**config.mk**
```make
export PLATFORM = sky130hd
export DESIGN_NAME = te_sync_detect
export DESIGN_NICKNAME = d
export VERILOG_FILES = /design/src/rtl/te_sync_pkg.sv /design/src/rtl/te_cfg_regs.sv /design/src/rtl/te_pulse_meter.sv /design/src/rtl/te_line_matcher.sv /design/src/rtl/te_sync_detect.sv
export SDC_FILE = /design/constraint.sdc
export NUM_CORES = 1
export LEC_CHECK = 0
export ABC_CLOCK_PERIOD_IN_PS = 5800
export CAP_MARGIN = 15
export CORE_MARGIN = 5
export CORE_UTILIZATION = 60
export DETAILED_ROUTE_END_ITERATION = 8
export PLACE_DENSITY = 0.8
export SETUP_SLACK_MARGIN = 0.05
export SLEW_MARGIN = 20
export SYNTH_ARGS = -nofsm -noshare
export SYNTH_HDL_FRONTEND = slang
export SYNTH_SLANG_ARGS = --single-unit
```
**constraint.sdc**
```tcl
create_clock -name clk -period 5.8 [get_ports clk]
set_input_delay 1.45 -clock clk [delete_from_list [all_inputs] [get_ports clk]]
set_output_delay 1.45 -clock clk [all_outputs]
set_load 0.02 [all_outputs]
```
**src/rtl/te_sync_pkg.sv**
```systemverilog
package te_sync_pkg;
   localparam int HCODE_W = 3;
   localparam int VCODE_W = 12;
   localparam int LINE_W  = 11;

   typedef enum logic [1:0] {
      TE_OFF   = 2'd0,
      TE_RSVD  = 2'd1,
      TE_LINE  = 2'd2,
      TE_VONLY = 2'd3
   } te_mode_e;

   typedef struct packed {
      logic              h_inv;
      logic              v_inv;
      te_mode_e          mode;
      logic [LINE_W-1:0] line;
      logic [VCODE_W-1:0] v_code;
      logic [HCODE_W-1:0] h_code;
   } te_cfg_t;
endpackage

```
**src/rtl/te_cfg_regs.sv**
```systemverilog
module te_cfg_regs
   import te_sync_pkg::*;
(
   input  logic        clk,
   input  logic        rst_n,
   input  logic        cfg_we,
   input  logic        cfg_sel,
   input  logic [31:0] cfg_wdata,
   output te_cfg_t     cfg,
   output logic        enable
);
   logic unused_bits;
   assign unused_bits = ^cfg_wdata[31:30];

   always_ff @(posedge clk or negedge rst_n) begin
      if (!rst_n) begin
         cfg    <= '0;
         enable <= 1'b0;
      end else if (cfg_we) begin
         if (cfg_sel) begin
            enable <= cfg_wdata[6];
         end else begin
            cfg.h_code <= cfg_wdata[2:0];
            cfg.v_code <= cfg_wdata[14:3];
            cfg.line   <= cfg_wdata[25:15];
            cfg.mode   <= te_mode_e'(cfg_wdata[27:26]);
            cfg.v_inv  <= cfg_wdata[28];
            cfg.h_inv  <= cfg_wdata[29];
         end
      end
   end


   enable_write_chk: assert property (@(posedge clk) disable iff (!rst_n)
      (cfg_we && cfg_sel) |=> (enable == $past(cfg_wdata[6])));
endmodule

```
**src/rtl/te_pulse_meter.sv**
```systemverilog
module te_pulse_meter #(
   parameter int WIDTH_W = 16
) (
   input  logic               clk,
   input  logic               rst_n,
   input  logic               clr,
   input  logic               active,
   output logic               end_stb,
   output logic [WIDTH_W-1:0] end_width
);
   localparam logic [WIDTH_W-1:0] CNT_MAX = '1;

   logic               prev;
   logic [WIDTH_W-1:0] cnt;

   always_ff @(posedge clk or negedge rst_n) begin
      if (!rst_n) begin
         prev      <= 1'b0;
         cnt       <= '0;
         end_stb   <= 1'b0;
         end_width <= '0;
      end else if (clr) begin
         prev      <= 1'b0;
         cnt       <= '0;
         end_stb   <= 1'b0;
         end_width <= '0;
      end else begin
         prev    <= active;
         end_stb <= prev && !active;
         if (prev && !active) end_width <= cnt;
         if (active) cnt <= (cnt == CNT_MAX) ? cnt : cnt + 1'b1;
         else        cnt <= '0;
      end
   end


   width_nonzero_chk: assert property (@(posedge clk) disable iff (!rst_n)
      end_stb |-> (end_width != '0));

   end_spaced_chk: assert property (@(posedge clk) disable iff (!rst_n)
      end_stb |=> !end_stb);
endmodule

```
**src/rtl/te_line_matcher.sv**
```systemverilog
module te_line_matcher
   import te_sync_pkg::*;
#(
   parameter int WIDTH_W = 16
) (
   input  logic               clk,
   input  logic               rst_n,
   input  logic               clr,
   input  te_mode_e           mode,
   input  logic [LINE_W-1:0]  target,
   input  logic [HCODE_W-1:0] h_code,
   input  logic [VCODE_W-1:0] v_code,
   input  logic               h_end,
   input  logic [WIDTH_W-1:0] h_width,
   input  logic               v_end,
   input  logic [WIDTH_W-1:0] v_width,
   output logic               match_n
);
   localparam logic [LINE_W-1:0] LINE_MAX = '1;

   logic [WIDTH_W-1:0] h_thr, v_thr;
   logic               v_evt, h_evt;
   logic [LINE_W-1:0]  line_cnt, line_nxt;
   logic               vs_seen;

   always_comb begin
      h_thr    = WIDTH_W'(h_code) + WIDTH_W'(1);
      v_thr    = (WIDTH_W'(v_code) + WIDTH_W'(1)) << 3;
      v_evt    = v_end && (v_width >= v_thr);
      h_evt    = h_end && (h_width >= h_thr) && (h_width < v_thr);
      line_nxt = (line_cnt == LINE_MAX) ? line_cnt : line_cnt + 1'b1;
   end

   always_ff @(posedge clk or negedge rst_n) begin
      if (!rst_n) begin
         line_cnt <= '0;
         vs_seen  <= 1'b0;
         match_n  <= 1'b1;
      end else if (clr) begin
         line_cnt <= '0;
         vs_seen  <= 1'b0;
         match_n  <= 1'b1;
      end else begin
         match_n <= 1'b1;
         if (v_evt) begin
            line_cnt <= '0;
            vs_seen  <= 1'b1;
            if (mode == TE_VONLY) match_n <= 1'b0;
         end else if (h_evt && vs_seen) begin
            line_cnt <= line_nxt;
            if (mode == TE_LINE && line_nxt == target) match_n <= 1'b0;
         end
      end
   end


   match_one_tick_chk: assert property (@(posedge clk) disable iff (!rst_n)
      !match_n |=> match_n);

   vonly_match_chk: assert property (@(posedge clk) disable iff (!rst_n)
      (!clr && v_evt && mode == TE_VONLY) |=> !match_n);

   off_quiet_chk: assert property (@(posedge clk) disable iff (!rst_n)
      (mode == TE_OFF || mode == TE_RSVD) |=> match_n);

   vsync_clears_chk: assert property (@(posedge clk) disable iff (!rst_n)
      (!clr && v_evt) |=> (line_cnt == '0));
endmodule

```
**src/rtl/te_sync_detect.sv**
```systemverilog
module te_sync_detect
   import te_sync_pkg::*;
#(
   parameter int SYNC_STAGES = 2,
   parameter int WIDTH_W     = 16
) (
   input  logic        clk,
   input  logic        rst_n,
   input  logic        te_in,
   input  logic        cfg_we,
   input  logic        cfg_sel,
   input  logic [31:0] cfg_wdata,
   output logic        match_n
);
   localparam int MIN_WIDTH_W = VCODE_W + 4;
   localparam int N_CH        = 2;

   generate
      if (WIDTH_W < MIN_WIDTH_W) begin : g_bad_width
         $error("WIDTH_W too small for the largest vertical threshold");
      end
      if (SYNC_STAGES < 0 || SYNC_STAGES > 4) begin : g_bad_sync
         $error("SYNC_STAGES must lie in 0..4");
      end
   endgenerate

   te_cfg_t cfg;
   logic    enable;
   logic    te_sync;

   te_cfg_regs u_regs (
      .clk       (clk),
      .rst_n     (rst_n),
      .cfg_we    (cfg_we),
      .cfg_sel   (cfg_sel),
      .cfg_wdata (cfg_wdata),
      .cfg       (cfg),
      .enable    (enable)
   );

   generate
      if (SYNC_STAGES == 0) begin : g_nosync
         assign te_sync = te_in;
      end else begin : g_sync
         logic [SYNC_STAGES-1:0] stage;
         always_ff @(posedge clk or negedge rst_n) begin
            if (!rst_n) stage <= '0;
            else        stage <= {stage[SYNC_STAGES-2 >= 0 ? SYNC_STAGES-2 : 0 : 0], te_in};
         end
         assign te_sync = stage[SYNC_STAGES-1];
      end
   endgenerate

   // channel 0 measures horizontal pulses, channel 1 vertical ones
   logic [N_CH-1:0]         ch_inv;
   logic [N_CH-1:0]         ch_end;
   logic [WIDTH_W-1:0]      ch_width [N_CH];

   assign ch_inv = {cfg.v_inv, cfg.h_inv};

   generate
      for (genvar c = 0; c < N_CH; c++) begin : g_ch
         te_pulse_meter #(.WIDTH_W(WIDTH_W)) u_meter (
            .clk       (clk),
            .rst_n     (rst_n),
            .clr       (!enable),
            .active    (te_sync ^ ch_inv[c]),
            .end_stb   (ch_end[c]),
            .end_width (ch_width[c])
         );
      end
   endgenerate

   te_line_matcher #(.WIDTH_W(WIDTH_W)) u_match (
      .clk     (clk),
      .rst_n   (rst_n),
      .clr     (!enable),
      .mode    (cfg.mode),
      .target  (cfg.line),
      .h_code  (cfg.h_code),
      .v_code  (cfg.v_code),
      .h_end   (ch_end[0]),
      .h_width (ch_width[0]),
      .v_end   (ch_end[1]),
      .v_width (ch_width[1]),
      .match_n (match_n)
   );


   disabled_quiet_chk: assert property (@(posedge clk) disable iff (!rst_n)
      !enable |=> match_n);

   reset_state_chk: assert property (@(posedge clk) disable iff (!rst_n)
      $rose(rst_n) |-> (match_n && !enable));
endmodule

```
==> Yosys cells after proc, flatten, opt, wreduce, memory -nomap -nowiden <==
Cells that the tools add are included.
{ "op_classes": {"add_sub_neg": 5, "multipliers": 0, "div": 0, "order_cmp": 3, "eq_ne": 12, "shift": 0, "n_mux": 25, "bitwise_logic": 3, "reduce_logical": 11} }
{ "ops": {"columns": ["cell", "n"], "rows": [
  ["$mux W16", 10],
  ["$mux W11", 4],
  ["$add A16 B1 Y16 const B", 2],
  ["$eq A16 B16 Y1 const B", 2],
  ["$ge A16 B16 Y1", 2],
  ["$lt A16 B16 Y1", 1],
  ["$add A12 B1 Y13 const B", 1],
  ["$add A11 B1 Y11 const B", 1],
  ["$eq A11 B11 Y1", 1],
  ["$eq A11 B11 Y1 const B", 1],
  ["$mux W1", 11],
  ["$logic_and A1 B1 Y1", 7],
  ["$ne A2 B1 Y1 const B", 3],
  ["$ne A3 B3 Y1 const B", 2],
  ["$add A3 B1 Y4 const B", 1],
  ["$eq A2 B2 Y1 const B", 2],
  ["$reduce_and A2 Y1", 2],
  ["$ne A3 B1 Y1 const B", 1],
  ["$logic_not A1 Y1", 2],
  ["$xor A1 B1 Y1", 2],
  ["$not A1 Y1", 1]
]} }
{ "word_totals": {"reg_bits": 114, "latchBits": 0, "mem_bits_rw": 0, "romBits": 0, "input_bits": 37, "out_inout_bits": 1, "elab_cells": 78, "mem_count": 0} }

==> Depth between registers and ports, before layout <==
{ "depth": {"ltp_word": 8, "mapped_depth": 14, "mapped_depth_nobuf": 12} }

==> Modules after synthesis <==
From an unflattened synthesis, not the netlist that was laid out.
{ "hier_totals": {"cells_unflattened": 569, "area_unflattened_um2": 6326.1} }
{ "by_module_without_submodules": {"columns": ["mod", "instances", "cells_per_inst", "area_per_inst_um2", "seq_area_each_um2"], "rows": [
  ["te_pulse_meter", 2, 130, 1520.2, 850.8],
  ["te_line_matcher", 1, 237, 2000.7, 326.6],
  ["te_cfg_regs", 1, 67, 1213.7, 775.7],
  ["te_sync_detect", 1, 5, 71.3, 50.0]
]} }

==> Least setup slack after synthesis <==
No wires, ideal clock.
{ "synth_path": {"kind": "register to register", "startpoint": "reg, netlist name u_regs.cfg[3]", "endpoint": "reg u_match.line_cnt[3]", "setup_time_ns": 0.073, "arrival_time_ns": 2.847, "required_time_ns": 5.727, "slack_ns": 2.880, "path_stages_with_launch": 13, "synth_period_minus_slack_ns": 2.920, "path_cell_list": "dfrtp_1 -> ha_1 -> nand3_1 -> xor2_1 -> ha_1 -> and3_1 -> a221oi_1 -> o21ai_0 -> a311o_1 -> a21o_1 -> buf_6 -> or3_1 -> a21oi_2"} }
{ "synth_via": {"elab_chain_cells": 5, "elab_cells_between_ends": 9, "cone_classes": "add/sub: 1; order compare: 2; eq/ne: 1; mux: 2; reduce/logical: 3"} }
{ "synth_lines": {"columns": ["element", "line_no", "rtl"], "rows": [
  ["$add A12 B1 Y13 *", "te_line_matcher.sv:28", "v_thr = (WIDTH_W'(v_code) + WIDTH_W'(1)) << 3;"],
  ["$lt A16 B16 Y1 or $ge A16 B16 Y1 (tied branches)", "te_line_matcher.sv:30, te_line_matcher.sv:29", null],
  ["$logic_and A1 B1 Y1 (on tied branches)", "te_line_matcher.sv:30, te_line_matcher.sv:29", null],
  ["$logic_and A1 B1 Y1 or $mux W11 (tied branches)", "te_line_matcher.sv:49, te_line_matcher.sv:45", null],
  ["$ne A3 B1 Y1 (no source line) or $mux W11 (tied branches)", null, null],
  ["end signal, assigned", "te_line_matcher.sv:50", "line_cnt <= line_nxt;"],
  ["end, declared", "te_line_matcher.sv:23", "logic [LINE_W-1:0] line_cnt, line_nxt;"]
]} }
Mark *: on every way between the ends. The rest lies on a longest branch, timed or not.
A chain may end at the register's enable or synchronous reset.

==> Final worst setup path <==
{ "layout_path": {"startpoint": "reg, netlist name u_regs.cfg[3]", "endpoint": "reg u_match.line_cnt[5]"} }
{ "layout_via": {"elab_chain_cells": 5, "elab_cells_between_ends": 9, "cone_classes": "add/sub: 1; order compare: 2; eq/ne: 1; mux: 2; reduce/logical: 3"} }
{ "layout_lines": {"columns": ["element", "line_no"], "rows": [
  ["$add A12 B1 Y13 *", "te_line_matcher.sv:28"],
  ["$lt A16 B16 Y1 or $ge A16 B16 Y1 (tied branches)", "te_line_matcher.sv:30, te_line_matcher.sv:29"],
  ["$logic_and A1 B1 Y1 (on tied branches)", "te_line_matcher.sv:30, te_line_matcher.sv:29"],
  ["$logic_and A1 B1 Y1 or $mux W11 (tied branches)", "te_line_matcher.sv:49, te_line_matcher.sv:45"],
  ["$ne A3 B1 Y1 (no source line) or $mux W11 (tied branches)", null]
]} }
Marked as above.

==> summary by stage <==
Floorplanning
Measured along the x axis, the die boundary spans 111 µm. The floorplan step set the die height to approximately 110 µm. The number of standard-cell rows in the floorplan is 36.

In this run the standard cell core region covers approximately 0.01 mm². For this configuration, the core starts out at a cell density of 0.619. The die covers around 0.012 mm². The number of top-level design ports is 38.

STA
The worst clock skew is between 7 and 8 ps. The final hold violation count was 0. The part of the cycle the worst path needs is 0.602. For the pin with the worst max-slew slack, the measured transition is slightly below 1000 ps. The total count of max-transition violations in the final report is 0. The headroom to the max-slew limit is 0.354. The count of final setup violators is 0.

Setup repair after global routing left no endpoint under its margin. Setup total negative slack on the finished layout was measured at 0 ps. The setup slack of the critical path after layout is 2310 ps. For this run, the top clock speed supported by timing is between 200 and 300 MHz. The shortest clock period the worst path allows after layout is roughly 3500 ps.

Synth
The most common flop cell mapped by yosys is sky130_fd_sc_hd__dfrtp_1. The biggest area consumer among synthesized cells is sky130_fd_sc_hd__dfrtp_1. Averaged over all synthesized cells, the footprint is 10.5 µm². The synthesized design contains around 110 register bits. During synthesis, Yosys emitted a total of 0 warnings. The share of the Yosys chip area taken by registers is 0.467.

Yosys mapped the design onto just under 60 distinct sky130hd cell types. After synthesis, the share of flip-flops with an asynchronous set or reset is 1.00. Ranked by total cell area, the synthesized netlist is headed by sky130_fd_sc_hd__dfrtp_1 (46%), sky130_fd_sc_hd__ha_1 (6.4%), sky130_fd_sc_hd__mux2_2 (5.3%), sky130_fd_sc_hd__a22o_1 (4.6%), sky130_fd_sc_hd__xor2_1 (3.4%). The number of synthesized flops with an enable pin is 0.

The share of the synthesized area in the top cell type is 0.463. Synthesis produced 579 cells. When the netlist entered floorplanning its net count stood at approximately 650. The mapped netlist covers around 0.0061 mm².

Routing
The via density per instance is approximately 6.2. The count of nets left with antenna violations once routing finished came out at 0. The number of vias after detailed routing is 4672.

The violation count after the first detailed-route iteration is roughly 320. For this block, the routed nets add up to around 14000 µm of wire. After detailed routing, the number of remaining DRC violations is 0. The number of optimization iterations in the first detailed-route pass is 6. Dividing the detail-routed wire length by the instance count gives 18.8 µm.

Clock tree
The clock sink count is ~110. TritonCTS created 17 clock buffers. Post-CTS repair changed the size of 0 cells.

The number of hold-repair buffers added at the cts stage is 0. The post-CTS setup buffer count is 0. The maximum clock insertion buffer count is 2. TritonCTS built the clock tree.

The root buffer selected by CTS is sky130_fd_sc_hd__clkbuf_8. The H-tree depth reported by CTS is 4. At the later pin of the worst-skew pair, clock insertion delay measures between 500 and 600 ps. After clock tree synthesis, the clock-pin slew on the worst setup and hold paths is about 60 ps.

Cells and area
The area growth from synthesis to layout is 17.6%. The count of inserted antenna diode cells is 0. The fraction of layout instances using a drive strength above 1 is 0.130. At the end of the flow the core is filled with cells to 0.728. Leaving out fill and tap cells, the most frequent cell in the layout is sky130_fd_sc_hd__dfrtp_1. The library cells used most frequently in the layout, excluding fill and tap cells, are sky130_fd_sc_hd__dfrtp_1 (113), sky130_fd_sc_hd__nor2_1 (43), sky130_fd_sc_hd__nand2_1 (40). The number of nets at the end of the flow is just under 700.

The number of inserted filler cells in the final layout is roughly 670.

Critical path
At the worst endpoint, the required time is about 6200 ps. The setup check on the worst reg-to-reg path leaves a slack of around 2300 ps. The number of cells on the worst reg-to-reg path is 11. The critical path in this run is classified as reg -> reg. The worst setup path is launched from a flop. The largest fanout of any net on the critical path is 10. The arrival time reported for the critical path endpoint is 3910 ps. The sort of element at the end of the critical path is a flop.

Placed design
The number of input and output port buffers inserted is 35. At the placement stage, the worst setup path has a slack of between 2000 and 2500 ps. The post-DP HPWL is ~10000 µm.

The weighted congestion at the end of routability-driven global placement is between 0.9 and 1.

Pwr
Of the total power, the share spent switching nets is 0.250. The share of total power dissipated in sequential elements is 0.390. The share of total power dissipated in combinational logic is 0.107. The analysis attributes to net switching a power of ~570 µW. The highest ir drop seen on vdd is about 280 µV. The share of total power dissipated in the clock network is 0.503. The standby leakage power is approximately 0.0031 µW. The power per standard cell area is 317 mW/mm².

The internal portion of the total power is 1710 µW.

GRT
The total overflow left after global routing is 0. The number of antenna violations at the first check in global routing was 0. The first-pass GRT wire length is roughly 24000 µm. Across every metal layer, demand over resource in global routing totals 0.245. The number of global-route vias before repair is slightly below 5000. Entering global routing, the biggest net connects about 80 pins.

Status
The run finished with clean final reports.

Min path
The worst hold path belongs to the class reg -> reg. The depth of the worst hold-timing path is 0.

Flow run
Max-cap violations in this run came to 0.
[critical path: stages, from the launching register on]
cell	delay (ps)
sky130_fd_sc_hd__dfrtp_1	490
sky130_fd_sc_hd__ha_1	330
sky130_fd_sc_hd__nand3_1	120
sky130_fd_sc_hd__xor2_1	250
sky130_fd_sc_hd__ha_1	280
sky130_fd_sc_hd__and3_1	190
sky130_fd_sc_hd__a221oi_1	240
sky130_fd_sc_hd__o21ai_0	180
sky130_fd_sc_hd__a311o_1	390
sky130_fd_sc_hd__a21oi_2	470
sky130_fd_sc_hd__a21oi_1	130
sky130_fd_sc_hd__a311oi_1	290
[cell families after synthesis]
| kind of cell | after synthesis | share of synthesized area |
|---|---|---|
| compound gates | 126 | 0.150 |
| xor+xnor | 39 | 0.0582 |
| fa+ha+maj | 31 | 0.0635 |
| buf+inv | 40 | 0.0291 |
| flops | 114 | 0.467 |
| mux | 36 | 0.0649 |
| simple gates | 193 | 0.167 |
[layer usage]
metal	track usage	vias to the layer above	wire length (µm)
li1	-	2206	-
met1	0.320	2307	6290
met2	0.394	131	6990
met3	0.0655	28	611
met4	0.0895	0	291
met5	0	-	0
[per-stage QoR]
step	cells	hold slack, ps	power [µW]	cell area [µm²]
finish	756	367	2280	7180
global route	756	372	2370	7180
CTS	756	371	2290	7170
detailed placement	724	358	1140	6520
global placement	724	336	1130	6520
floorplan	579	331	1050	6110
[power groups by stage]
stage | Sequential, µW | Clock, µW | Combinational (µW)
final | 890 | 1150 | 243
after global routing | 897 | 1200 | 272
after CTS | 889 | 1150 | 242
after detailed placement | 902 | 0 | 239
after global placement | 899 | 0 | 226
after floorplan | 882 | 0 | 170
[final timing paths]
check	start	end
setup reg to reg	u_regs.cfg[3]	u_match.line_cnt[5]
min in group asynchronous	rst_n	u_match.line_cnt[6]
hold / removal	g_sync.stage[0]	g_sync.stage[1]
hold reg to reg	g_sync.stage[0]	g_sync.stage[1]
setup / recovery	u_regs.cfg[3]	u_match.line_cnt[5]
max in group asynchronous	rst_n	u_regs.cfg[5]
[cell usage after synthesis, types with 2 or more instances]
cell type / instances
sky130_fd_sc_hd__o21a_1: 4
sky130_fd_sc_hd__nand4_1: 18
sky130_fd_sc_hd__buf_1: 2
sky130_fd_sc_hd__or2_2: 2
sky130_fd_sc_hd__o211a_1: 2
sky130_fd_sc_hd__nor4_1: 2
sky130_fd_sc_hd__or3_1: 10
sky130_fd_sc_hd__a211o_1: 3
sky130_fd_sc_hd__o211ai_1: 3
sky130_fd_sc_hd__o31ai_1: 2
sky130_fd_sc_hd__a21oi_2: 4
sky130_fd_sc_hd__xnor2_1: 14
sky130_fd_sc_hd__nor3_1: 16
sky130_fd_sc_hd__a21boi_1: 2
sky130_fd_sc_hd__nor2_1: 43
sky130_fd_sc_hd__mux2_2: 29
sky130_fd_sc_hd__and3_1: 11
sky130_fd_sc_hd__o2111ai_1: 2
sky130_fd_sc_hd__nor4_4: 2
sky130_fd_sc_hd__and2_1: 3
sky130_fd_sc_hd__inv_1: 16
sky130_fd_sc_hd__a21oi_1: 19
sky130_fd_sc_hd__nand3b_1: 4
sky130_fd_sc_hd__a221oi_1: 2
sky130_fd_sc_hd__buf_6: 3
sky130_fd_sc_hd__clkbuf_1: 15
sky130_fd_sc_hd__nand3_1: 24
sky130_fd_sc_hd__buf_2: 4
sky130_fd_sc_hd__a21o_1: 7
sky130_fd_sc_hd__and4_1: 7
sky130_fd_sc_hd__dfrtp_1: 113
sky130_fd_sc_hd__o21bai_1: 2
sky130_fd_sc_hd__o21ai_0: 22
sky130_fd_sc_hd__xor2_1: 24
sky130_fd_sc_hd__a22o_1: 32
sky130_fd_sc_hd__ha_1: 31
sky130_fd_sc_hd__nand2_1: 40
sky130_fd_sc_hd__a31oi_1: 8
sky130_fd_sc_hd__nor3b_1: 2
sky130_fd_sc_hd__nand2b_1: 3
sky130_fd_sc_hd__mux2i_1: 7
sky130_fd_sc_hd__a211oi_1: 3
[sequential cells by signal, summed over array words and instances, names as in the netlist]
signal	flops
g_ch.u_meter.cnt	32
g_ch.u_meter.end_stb	2
g_ch.u_meter.end_width	32
g_ch.u_meter.prev	2
g_sync.stage	2
u_match.line_cnt	11
u_match.match_n	1
u_match.vs_seen	1
u_regs.cfg	30
u_regs.enable	1
[area by class of cell]
class	count	area, µm²	area share
Tap cell	133	166	0.0232
Inverter	16	60.1	0.00837
Clock buffer	19	442	0.0615
Multi-Input combinational cell	425	3090	0.430
Sequential cell	114	2850	0.398
Timing Repair Buffer	36	359	0.0500
Clock inverter	13	208	0.0289
Power figures use the tool's default switching activity.
